$ cat config.mk
export PLATFORM = sky130hd
export DESIGN_NAME = sdh_intr_ctrl
export DESIGN_NICKNAME = d
export VERILOG_FILES = /design/src/rtl/sdh_intr_pkg.sv /design/src/rtl/sdh_intr_wdec.sv /design/src/rtl/sdh_intr_bank.sv /design/src/rtl/sdh_intr_ctrl.sv
export SDC_FILE = /design/constraint.sdc
export NUM_CORES = 1
export LEC_CHECK = 0
export ABC_AREA = 1
export BUFFER_PORTS_ARGS = -buffer_cell sky130_fd_sc_hd__buf_4
export CORE_MARGIN = 1.5
export CORE_UTILIZATION = 55
export CTS_BUF_LIST = sky130_fd_sc_hd__clkbuf_16
export DETAILED_ROUTE_END_ITERATION = 10
export PLACE_DENSITY = 0.77
export SYNTH_ARGS = -nofsm -noshare
export SYNTH_HDL_FRONTEND = slang
export SYNTH_HIERARCHICAL = 1
export SYNTH_SLANG_ARGS = --single-unit
$ cat constraint.sdc
create_clock -name clk -period 1.65 [get_ports clk]
set_input_delay 0 -clock clk [delete_from_list [all_inputs] [get_ports clk]]
set_output_delay 0 -clock clk [all_outputs]
set_load 0.1 [all_outputs]
$ cat src/rtl/sdh_intr_pkg.sv
package sdh_intr_pkg;

    localparam int REG_W   = 16;
    localparam int NORM_W  = 9;
    localparam int ADDR_W  = 3;
    localparam int SUM_BIT = 15;

    // normal event bit positions
    localparam int EV_CMD_DONE  = 0;
    localparam int EV_XFER_DONE = 1;
    localparam int EV_BLK_GAP   = 2;
    localparam int EV_DMA       = 3;
    localparam int EV_WBUF_RDY  = 4;
    localparam int EV_RBUF_RDY  = 5;
    localparam int EV_CARD_IN   = 6;
    localparam int EV_CARD_OUT  = 7;
    localparam int EV_CARD_INT  = 8;

    // error bit positions with fixed meaning
    localparam int ER_CMD_TMO = 0;
    localparam int ER_DAT_TMO = 4;

    typedef enum logic [ADDR_W-1:0] {
        RA_NSTAT = 3'd0,
        RA_ESTAT = 3'd1,
        RA_NLEN  = 3'd2,
        RA_ELEN  = 3'd3,
        RA_NSIG  = 3'd4,
        RA_ESIG  = 3'd5
    } reg_addr_e;

    typedef struct packed {
        logic clr_stat;
        logic ld_len;
        logic ld_sig;
    } bank_wr_t;

    function automatic logic [REG_W-1:0] impl_mask(input int nbits);
        logic [REG_W-1:0] m;
        m = '0;
        for (int i = 0; i < REG_W; i++)
            if (i < nbits) m[i] = 1'b1;
        return m;
    endfunction

endpackage

$ cat src/rtl/sdh_intr_wdec.sv
module sdh_intr_wdec
    import sdh_intr_pkg::*;
(
    input  logic              wr_en,
    input  logic [ADDR_W-1:0] addr,
    output bank_wr_t          nwr,
    output bank_wr_t          ewr
);

    always_comb begin
        nwr = '0;
        ewr = '0;
        if (wr_en) begin
            case (reg_addr_e'(addr))
                RA_NSTAT: nwr.clr_stat = 1'b1;
                RA_ESTAT: ewr.clr_stat = 1'b1;
                RA_NLEN:  nwr.ld_len   = 1'b1;
                RA_ELEN:  ewr.ld_len   = 1'b1;
                RA_NSIG:  nwr.ld_sig   = 1'b1;
                RA_ESIG:  ewr.ld_sig   = 1'b1;
                default: ;
            endcase
        end
    end

endmodule

$ cat src/rtl/sdh_intr_bank.sv
module sdh_intr_bank
    import sdh_intr_pkg::*;
#(
    parameter int             W    = REG_W,
    parameter logic [W-1:0]   MASK = '1
) (
    input  logic         clk,
    input  logic         rst,
    input  logic [W-1:0] evt,
    input  bank_wr_t     wr,
    input  logic [W-1:0] wdata,
    output logic [W-1:0] stat,
    output logic [W-1:0] len,
    output logic [W-1:0] sig,
    output logic         pend
);

    logic [W-1:0] set_v;
    logic [W-1:0] clr_v;

    always_comb begin
        set_v = evt & len;
        clr_v = wr.clr_stat ? wdata : '0;
    end

    // set has priority over clear (event wins)
    always_ff @(posedge clk) begin
        if (rst) begin
            stat <= '0;
        end else begin
            stat <= (stat & ~clr_v) | set_v;
        end
    end

    always_ff @(posedge clk) begin
        if (rst) begin
            len <= '0;
            sig <= '0;
        end else begin
            if (wr.ld_len) len <= wdata & MASK;
            if (wr.ld_sig) sig <= wdata & MASK;
        end
    end

    assign pend = |(stat & sig);

    // a status bit only rises when an enabled event was present
    a_r2_gated_latch: assert property (@(posedge clk) disable iff (rst)
        1'b1 |=> ((stat & ~$past(stat) & ~$past(evt & len)) == '0));

    // bits written as one without a competing event go low
    a_r4_w1c_clears: assert property (@(posedge clk) disable iff (rst)
        wr.clr_stat |=> ((stat & $past(wdata & ~evt)) == '0));

    // an enabled event always leaves its bit set
    a_r7_event_wins: assert property (@(posedge clk) disable iff (rst)
        1'b1 |=> ((~stat & $past(evt & len)) == '0));

endmodule

$ cat src/rtl/sdh_intr_ctrl.sv
module sdh_intr_ctrl
    import sdh_intr_pkg::*;
(
    input  logic              clk,
    input  logic              rst,
    input  logic [NORM_W-1:0] norm_evt,
    input  logic [REG_W-1:0]  err_evt,
    input  logic              wr_en,
    input  logic [ADDR_W-1:0] addr,
    input  logic [REG_W-1:0]  wr_data,
    output logic [REG_W-1:0]  rd_data,
    output logic              irq
);

    localparam logic [REG_W-1:0] N_MASK = impl_mask(NORM_W);
    localparam logic [REG_W-1:0] E_MASK = impl_mask(REG_W);

    bank_wr_t         nwr, ewr;
    logic [REG_W-1:0] n_evt_w;
    logic [REG_W-1:0] n_stat, n_len, n_sig;
    logic [REG_W-1:0] e_stat, e_len, e_sig;
    logic             n_pend, e_pend;
    logic             err_sum;
    logic             irq_q;

    assign n_evt_w = {{(REG_W-NORM_W){1'b0}}, norm_evt};

    sdh_intr_wdec u_wdec (
        .wr_en (wr_en),
        .addr  (addr),
        .nwr   (nwr),
        .ewr   (ewr)
    );

    sdh_intr_bank #(.W(REG_W), .MASK(N_MASK)) u_nbank (
        .clk   (clk),
        .rst   (rst),
        .evt   (n_evt_w),
        .wr    (nwr),
        .wdata (wr_data),
        .stat  (n_stat),
        .len   (n_len),
        .sig   (n_sig),
        .pend  (n_pend)
    );

    sdh_intr_bank #(.W(REG_W), .MASK(E_MASK)) u_ebank (
        .clk   (clk),
        .rst   (rst),
        .evt   (err_evt),
        .wr    (ewr),
        .wdata (wr_data),
        .stat  (e_stat),
        .len   (e_len),
        .sig   (e_sig),
        .pend  (e_pend)
    );

    assign err_sum = |(e_stat & e_len);

    always_comb begin
        rd_data = '0;
        case (reg_addr_e'(addr))
            RA_NSTAT: begin
                rd_data          = n_stat;
                rd_data[SUM_BIT] = err_sum;
            end
            RA_ESTAT: rd_data = e_stat;
            RA_NLEN:  rd_data = n_len;
            RA_ELEN:  rd_data = e_len;
            RA_NSIG:  rd_data = n_sig;
            RA_ESIG:  rd_data = e_sig;
            default:  rd_data = '0;
        endcase
    end

    always_ff @(posedge clk) begin
        if (rst) irq_q <= 1'b0;
        else     irq_q <= n_pend | e_pend;
    end

    assign irq = irq_q;

    // interrupt is quiet in the first cycle after reset
    a_r1_quiet_after_reset: assert property (@(posedge clk) disable iff (rst)
        $fell(rst) |-> !irq);

    // a raised interrupt traces back to an enabled pending bit
    a_r3_irq_has_cause: assert property (@(posedge clk) disable iff (rst)
        irq |-> $past(n_pend | e_pend));

    // summary bit as read agrees with the error bank state
    a_r6_summary_view: assert property (@(posedge clk) disable iff (rst)
        (addr == RA_NSTAT) |-> (rd_data[SUM_BIT] == |(e_stat & e_len)));

    // unmapped addresses read zero
    a_r8_hole_reads_zero: assert property (@(posedge clk) disable iff (rst)
        (addr > 3'd5) |-> (rd_data == '0));

endmodule

==> Word level (Yosys, flattened, before mapping) <==
Cells that the tools add are included.
W data, S select, Z words.
{ "totals": {"wordCells": 39, "output_inout_bits": 17, "inputBits": 47, "reg_bits": 83} }
{ "classes": {"bitwise_logic": 12, "n_eq_ne": 5, "n_reduce_logical": 4, "n_mux": 11} }
{ "ops": {"columns": ["op", "count"], "rows": [
  ["$pmux W16 S6", 1],
  ["$and A16 B16 Y16", 5],
  ["$reduce_or A16 Y1", 3],
  ["$mux W16", 2],
  ["$not A16 Y16", 2],
  ["$or A16 B16 Y16", 2],
  ["$and A16 B9 Y16", 1],
  ["$and A9 B9 Y9", 1],
  ["$eq A3 B2 Y1 const B", 2],
  ["$eq A3 B3 Y1 const B", 2],
  ["$mux W1", 6],
  ["$mux W3", 2],
  ["$eq A3 B1 Y1 const B", 1],
  ["$logic_not A3 Y1", 1],
  ["$or A1 B1 Y1", 1]
]} }

==> Longest topological paths before layout <==
Gate-level depths: netlist of run 1.
{ "depth": {"ltp_word": 7, "ltp_mapped": 9, "mapped_depth_nobuf": 8} }

==> Cells and area by module <==
Netlist of run 1, hierarchy kept.
{ "by_module_without_submodules": {"columns": ["mod", "area_per_inst_um2", "seq_area_each_um2", "cells_each", "instances"], "rows": [
  ["sdh_intr_bank at u_ebank", 1946.9, 960.9, 244, 1],
  ["sdh_intr_bank at u_nbank", 1403.8, 680.7, 186, 1],
  ["sdh_intr_ctrl", 1041.0, 20.0, 237, 1],
  ["sdh_intr_wdec", 58.8, 0.0, 15, 1]
]} }

==> Worst setup path before layout of run 1 <==
OpenSTA, ideal clock, no wires.
{ "synth_path": {"path_kind": "input port to output port", "startpoint": "input addr[0]", "endpoint": "output rd_data[4]", "slack_ns": 0.156, "arrival_time_ns": 1.494, "n_path_buf": 2, "required_time_ns": 1.650, "stages": 6, "path_cell_list": "buf_6 -> nand3_1 -> clkbuf_2 -> nor2_1 -> a21oi_1 -> nand4_1"} }
{ "synth_via": {"elab_chain_len": 2, "elab_cells_between_ends": 7} }
{ "synth_lines": {"columns": ["item", "line_no", "rtl"], "rows": [
  ["start: declaration", "sdh_intr_ctrl.sv:9", "input logic [ADDR_W-1:0] addr,"],
  ["$eq A3 B3 Y1, or another cell as far along", "sdh_intr_ctrl.sv:63", "case (reg_addr_e'(addr))"],
  ["$pmux W16 S6 (*)", "sdh_intr_ctrl.sv:63", null],
  ["end: declaration", "sdh_intr_ctrl.sv:11", "output logic [REG_W-1:0] rd_data,"]
]} }
Every way passes the cells marked *; elsewhere a longest branch is shown, timed or not.

==> Worst setup path in the final report of run 1 <==
{ "layout_path": {"startpoint": "register u_ebank.stat[1]", "endpoint": "output rd_data[15]"} }
{ "layout_via": {"elab_chain_len": 3} }
{ "layout_lines": {"columns": ["item", "line_no", "rtl"], "rows": [
  ["start: declaration", "sdh_intr_bank.sv:12", "output logic [W-1:0] stat,"],
  ["start signal: assignment", "sdh_intr_bank.sv:31", "stat <= (stat & ~clr_v) | set_v;"],
  ["$and A16 B16 Y16", "sdh_intr_ctrl.sv:59", "assign err_sum = |(e_stat & e_len);"],
  ["$reduce_or A16 Y1", "sdh_intr_ctrl.sv:59", null],
  ["$pmux W16 S6", "sdh_intr_ctrl.sv:63", null]
]} }
No other way between the ends.

==> Implementation_results.wiki, run 1 <==
{| class="wikitable"
! Metric !! Value
|-
| Worst path required time || 1650 ps
|-
| Number of global-route vias before repair || around 4400
|-
| Sink Count || 82
|-
| Post-CTS Hold Fix Bufs || 58
|-
| Final design instance area without fill || 5720 um2
|-
| Via density per instance || 5.15
|-
| Maxcap violations || 0
|-
| Hold violation total from the final report || 0
|-
| Capture instance of the worst register-to-register path || u_ebank/stat[3]
|-
| Maximum fanout along the worst path || 4
|-
| Sum of overflow across all layers after global routing || 0
|-
| Synthesized cell area || 4420 um2
|-
| Insertion delay to the later sink of the worst-skew pair || ~330 ps
|-
| # rows || 32
|-
| Achievable Freq || 666 MHz
|-
| Arrival time reported for the critical path endpoint || 1500 ps
|-
| Clock Root Buffer || sky130_fd_sc_hd__clkbuf_16
|-
| HPWL after detailed placement || between 8000 and 9000 um
|-
| Fraction of the core area covered by cells at the end of the flow || 0.737
|-
| Number of detailed-route iterations in the first pass || 5
|-
| Final worst hold slack || 89.8 ps
|-
| Max-Slew Margin vs Limit || 0.628
|-
| Critical path class || register to output port
|-
| Max-slew violations || 0
|-
| Antenna Diode Count || 0
|-
| Wire length after detailed routing || 12900 um
|-
| Most used cell, CP || sky130_fd_sc_hd__nand2_1
|-
| Total routing usage reported by global routing || 0.312
|-
| Run status || finished, final reports clean
|-
| Overall die area || 8570 um2
|-
| Power density of the placed cells || 777 nW/um2
|-
| Slowest stage cell on the critical path || sky130_fd_sc_hd__dfxtp_1
|-
| Area of the placeable core || 7770 um2
|-
| Antenna violations before repair || 0
|-
| Routability cong. || 0.819
|-
| Post-CTS setup buffer count || 0
|-
| Final worst-path cycle share || 0.910
|-
| First-pass GRT wire length || between 20000 and 25000 um
|-
| P&R area growth vs syn || 29.6%
|-
| Largest net degree at the start of global routing || 31
|-
| Worst clock skew || between 10 and 15 ps
|-
| YS warnings || 6
|-
| Worst hold path class || primary input to register
|-
| IO Pins || 64
|-
| Proportion of layout cells with a drive suffix above 1 || 0.179
|-
| Multi-input logic area || ~2200 um2
|-
| Critical Path Sink || rd_data[15]
|-
| Vertical die dimension || 92.6 um
|-
| Post-cts repair resize count || 0
|-
| Actual slew at the worst max-slew pin || 556 ps
|-
| Wire length per cell || between 10 and 15 um
|-
| Total negative setup slack || 0 ps
|-
| Total clock buffers created by CTS || 9
|-
| Starting density of the core || 0.568
|-
| Cell Chain, Critical Path || nand2_1 -> nand2_1 -> nor2_1 -> nand2_1 -> o21ai_0 -> nand2_1 -> buf_4
|-
| Final-layout fill cell count || 636
|-
| Max rail drop VDD || ~0.45 mV
|-
| Width of the die || between 90 and 100 um
|-
| DRT iter0 DRCs || 373
|-
| Remaining number of nets flagged by the antenna check after routing || 0
|-
| Sort of element at the end of the critical path || output port
|-
| Vias after detailed routing || 4675
|-
| Instance area after placement || between 4000 and 5000 um2
|-
| Net count of the finished layout || 849
|-
| Startpoint class of the critical path || register
|-
| Total DRC errors in the routed layout || 0
|-
| RSZ-0062 raised after global routing || no
|-
| Number of buffers on the longest clock path || 2
|-
| Syn avg cell area || around 6.5 um2
|-
| Clock-pin transition on the worst setup and hold timing paths || 60 ps
|-
| Number of cells after detailed placement || 835
|-
| Finished Layout Cells || 907
|-
| Beginning of the critical path || u_ebank/stat[1]
|-
| Setup violation total in the final timing report || 0
|-
| Port bufs || 63
|-
| Clock tree from TritonCTS || yes
|-
| Sequential cell area || 1640 um2
|-
| Slowest Stage Delay on Critical Path || 340 ps
|-
| R2R depth || 3
|-
| H-Tree Depth || 3
|-
| Final period demand of the worst path || 1500 ps
|-
| Setup slack of the worst register-to-register path || 390 ps
|-
| Cells after Synth || ~680
|-
| Lkg Pwr || 0.00231 uW
|-
| Startpoint of the worst-slack reg-to-reg timing path || u_ebank/len[3]
|}
## layout make-up
class | instances | share of cell area
Inverter | 84 | 0.0551
Clock inverter | 5 | 0.00547
Clock buffer | 9 | 0.0394
Tap cell | 102 | 0.0223
Timing Repair Buffer | 142 | 0.212
Sequential cell | 82 | 0.287
Multi-Input combinational cell | 483 | 0.379
## power by group
group          internal [uW]  switching [uW]  total (uW)
combinational            242             381         623
sequential              2020            37.1        2060
clock                    998             765        1760
## placed cells by master (no fill, tap or decap), drive strengths merged
cell         count
clkinvlp         1
nand3b           3
nor2            56
nor3             2
o21ai           48
inv             85
nand4            4
clkbuf           9
dfxtp           82
a211oi          14
nand2          272
conb            14
buf             84
nand3            5
clkinv           3
dlygate4sd3     58
a21oi           65
## metrics by stage
stage	worst slack (ps)	total power (uW)
finish	149	4440
global route	25.6	4590
CTS	138	4440
detailed placement	386	2620
global placement	392	2610
floorplan	156	2450
## state kept, by name (all words and copies together), names as in the netlist
register / flops
u_nbank/len: 9
u_ebank/sig: 16
u_nbank/sig: 9
u_ebank/len: 16
u_nbank/stat: 15
u_ebank/stat: 16
irq: 1
## critical path, delay by kind of cell, from the launching register on
kind                   cells  cell delay (ps)
and+or+nand+nor            5              440
buffers and inverters      1              230
DFF                        1              340
AOI/OAI and AO/OA          1              160
## per-layer routing
layer  share of wire  vias up  track usage
met5               0        -            0
met3           0.074       23       0.0402
li1                -     2314            -
met1            0.43     2133        0.418
met4           0.019        0        0.126
met2            0.47      205        0.506
## worst min-delay path by stage
stage / start / endpoint / slack, ps / cells past startpoint
2_1_floorplan: rst / irq / 70 / 1
3_3_place_gp: wr_data[10] / u_nbank/stat[10] / 260 / 4
3_5_place_dp: wr_data[13] / u_nbank/stat[13] / 260 / 4
4_1_cts: rst / u_nbank/stat[10] / 80 / 2
5_1_grt: rst / u_ebank/stat[10] / 110 / 2
6_report: rst / u_nbank/stat[9] / 90 / 2
Note: power is estimated with default switching activity, not from simulation.
==> run 2, diff against run 1 <==
--- a/config.mk
+++ b/config.mk
@@ -5,7 +5,6 @@
 export SDC_FILE = /design/constraint.sdc
 export NUM_CORES = 1
 export LEC_CHECK = 0
-export ABC_AREA = 1
 export BUFFER_PORTS_ARGS = -buffer_cell sky130_fd_sc_hd__buf_4
 export CORE_MARGIN = 1.5
 export CORE_UTILIZATION = 55
==> Implementation_results.wiki, run 2 <==
{| class="wikitable"
! Metric !! Value
|-
| Endpoint, Worst Hold || u_ebank/sig[11]
|-
| HPWL after detailed placement || 7890 um
|-
| Worst path required time || 1650 ps
|-
| Number of detailed-route iterations in the first pass || 5
|-
| Cells after Synth || 443
|-
| Starting density of the core || 0.577
|-
| Power density of the placed cells || 846 nW/um2
|-
| DRT iter0 DRCs || 322
|-
| Total DRC errors in the routed layout || 0
|-
| YS warnings || 6
|-
| Slowest stage cell on the critical path || sky130_fd_sc_hd__dfxtp_1
|-
| Run status || complete, but fails checks
|-
| Max rail drop VDD || 0.585 mV
|-
| Arrival time reported for the critical path endpoint || 1660 ps
|-
| Clock Root Buffer || sky130_fd_sc_hd__clkbuf_16
|-
| Final period demand of the worst path || between 1500 and 2000 ps
|-
| Remaining number of nets flagged by the antenna check after routing || 0
|-
| IO Pins || 64
|-
| Total routing usage reported by global routing || 0.297
|-
| P&R area growth vs syn || 30.7%
|-
| Clock-pin transition on the worst setup and hold timing paths || 60 ps
|-
| Hold violation total from the final report || 0
|-
| Finished Layout Cells || 649
|-
| Number of cells after detailed placement || 588
|-
| Beginning of the worst hold path || rst
|-
| Largest net degree at the start of global routing || 50
|-
| Antenna violations before repair || 0
|-
| Antenna Diode Count || 0
|-
| Total negative setup slack || -6.76 ps
|-
| Maximum fanout along the worst path || 4
|-
| GRT met2 Usage || 0.483
|-
| Synthesized cell area || about 4300 um2
|-
| Critical path class || register to output port
|-
| Number of buffers on the longest clock path || 2
|-
| Syn avg cell area || 9.59 um2
|-
| # rows || 31
|-
| Insertion delay to the later sink of the worst-skew pair || 330 ps
|-
| H-Tree Depth || 3
|-
| Number of global-route vias before repair || 3796
|-
| Number of stages on the worst hold path || 2
|-
| Setup slack of the worst register-to-register path || 310 ps
|-
| Total clock buffers created by CTS || 9
|-
| Sink Count || slightly above 80
|-
| Sum of overflow across all layers after global routing || 0
|-
| Fraction of the core area covered by cells at the end of the flow || 0.754
|-
| GR Util met1 || 0.375
|-
| RSZ-0062 raised after global routing || yes
|-
| Setup violation total in the final timing report || 1
|-
| Worst hold path class || primary input to register
|-
| Area of the placeable core || 7370 um2
|-
| Net count of the finished layout || 592
|-
| Layer with the highest usage after global routing || met2
|-
| Via density per instance || 5.97
|-
| Final worst-path cycle share || 1.00
|-
| Slowest Stage Delay on Critical Path || 340 ps
|-
| Most common library cell in the layout ignoring fill and taps || sky130_fd_sc_hd__nor2_1
|-
| Max-slew violations || 0
|-
| Overall die area || 8260 um2
|-
| Clock tree from TritonCTS || yes
|-
| Lkg Pwr || 0.00212 uW
|-
| Failing checks || negative setup slack
|-
| Routability cong. || 0.882
|-
| Global routing met3 resource utilization || 0.0631
|-
| Startpoint of the worst-slack reg-to-reg timing path || u_ebank/stat[8]
|-
| Proportion of layout cells with a drive suffix above 1 || 0.276
|-
| Maxcap violations || 0
|-
| Cell Chain, Critical Path || a22o_1 -> a221oi_2 -> and4_1 -> o221ai_2 -> buf_6
|-
| Sort of element at the end of the critical path || output port
|-
| Wire length per cell || 18.5 um
|-
| Achievable Freq || 604 MHz
|-
| Vias after detailed routing || 3874
|-
| Wire length after detailed routing || 12000 um
|-
| Width of the die || about 91 um
|-
| Leading cell types in the layout, fill and taps excluded || sky130_fd_sc_hd__nor2_1, sky130_fd_sc_hd__buf_4, sky130_fd_sc_hd__mux2i_1, sky130_fd_sc_hd__dfxtp_1, sky130_fd_sc_hd__dlygate4sd3_1
|-
| R2R depth || 5
|-
| Port bufs || 63
|-
| Capture instance of the worst register-to-register path || irq
|-
| Registers with the highest flip-flop counts || u_ebank/len (16), u_ebank/sig (16), u_ebank/stat (16)
|-
| Startpoint class of the critical path || register
|-
| First-pass GRT wire length || 19200 um
|-
| Vertical die dimension || 90.9 um
|-
| Worst clock skew || 4.68 ps
|-
| Post-layout worst setup margin || -6.76 ps
|}
-- run 2: worst max path at each step --
stage                             end  slack, ps             start  cells past startpoint
after floorplan            rd_data[0]       -390           addr[0]                      5
after detailed placement  rd_data[12]        170           addr[0]                      7
after CTS                 rd_data[15]          3  u_ebank/stat[10]                      5
final                     rd_data[15]         -7  u_ebank/stat[10]                      5
after global routing      rd_data[15]        -90   u_ebank/stat[3]                      5
after global placement    rd_data[12]        210           addr[0]                      7
-- run 2: per-layer routing --
| metal | vias up | wire length, um | share of wire |
|---|---|---|---|
| met1 | 1850 | 4970 | 0.41 |
| met2 | 205 | 5700 | 0.48 |
| met4 | 0 | 367 | 0.031 |
| met3 | 34 | 957 | 0.080 |
| met5 | - | 0 | 0 |
| li1 | 1785 | - | - |
-- run 2: timing repair --
| item | in CTS | in global routing |
|---|---|---|
| resized for setup | 15 | 3 |
| endpoints found under the hold margin | 79 | 0 |
| buffers inserted | 4 | 0 |
| setup endpoints to repair | 1 | 2 |
| pin swaps | 3 | 0 |
| hold buffers | 41 | 0 |
-- run 2: final cells by class --
class,count,area [um2]
repair buffers,122,1090
fillers,543,1810
well taps,99,124
inverters,10,37.5
clock buffers,9,225
flip-flops and latches,82,1660
clock inverters,7,68.8
multi-input cells,320,2350
-- run 2: critical path, delay by kind of cell, from the launching register on --
kind | cells | cell delay (ps)
simple gates | 1 | 250
buf+inv | 1 | 210
compound gates | 3 | 520
flops | 1 | 340
-- run 2: per-stage QoR --
step / power (uW) / setup slack, ps / hold WS [ps] / area (um2)
after global routing: 4850 / -89.6 / 81.4 / 5560
after floorplan: 2500 / -387 / 72.4 / 4390
after detailed placement: 2680 / 170 / 212 / 4780
after CTS: 4710 / 2.79 / 67.3 / 5550
after global placement: 2670 / 207 / 212 / 4780
final: 4700 / -6.76 / 70.1 / 5560
-- run 2: where the power goes --
group	internal, uW	switching [uW]
combinational	290	384
sequential	2010	40.4
clock	1170	803
total	3470	1230
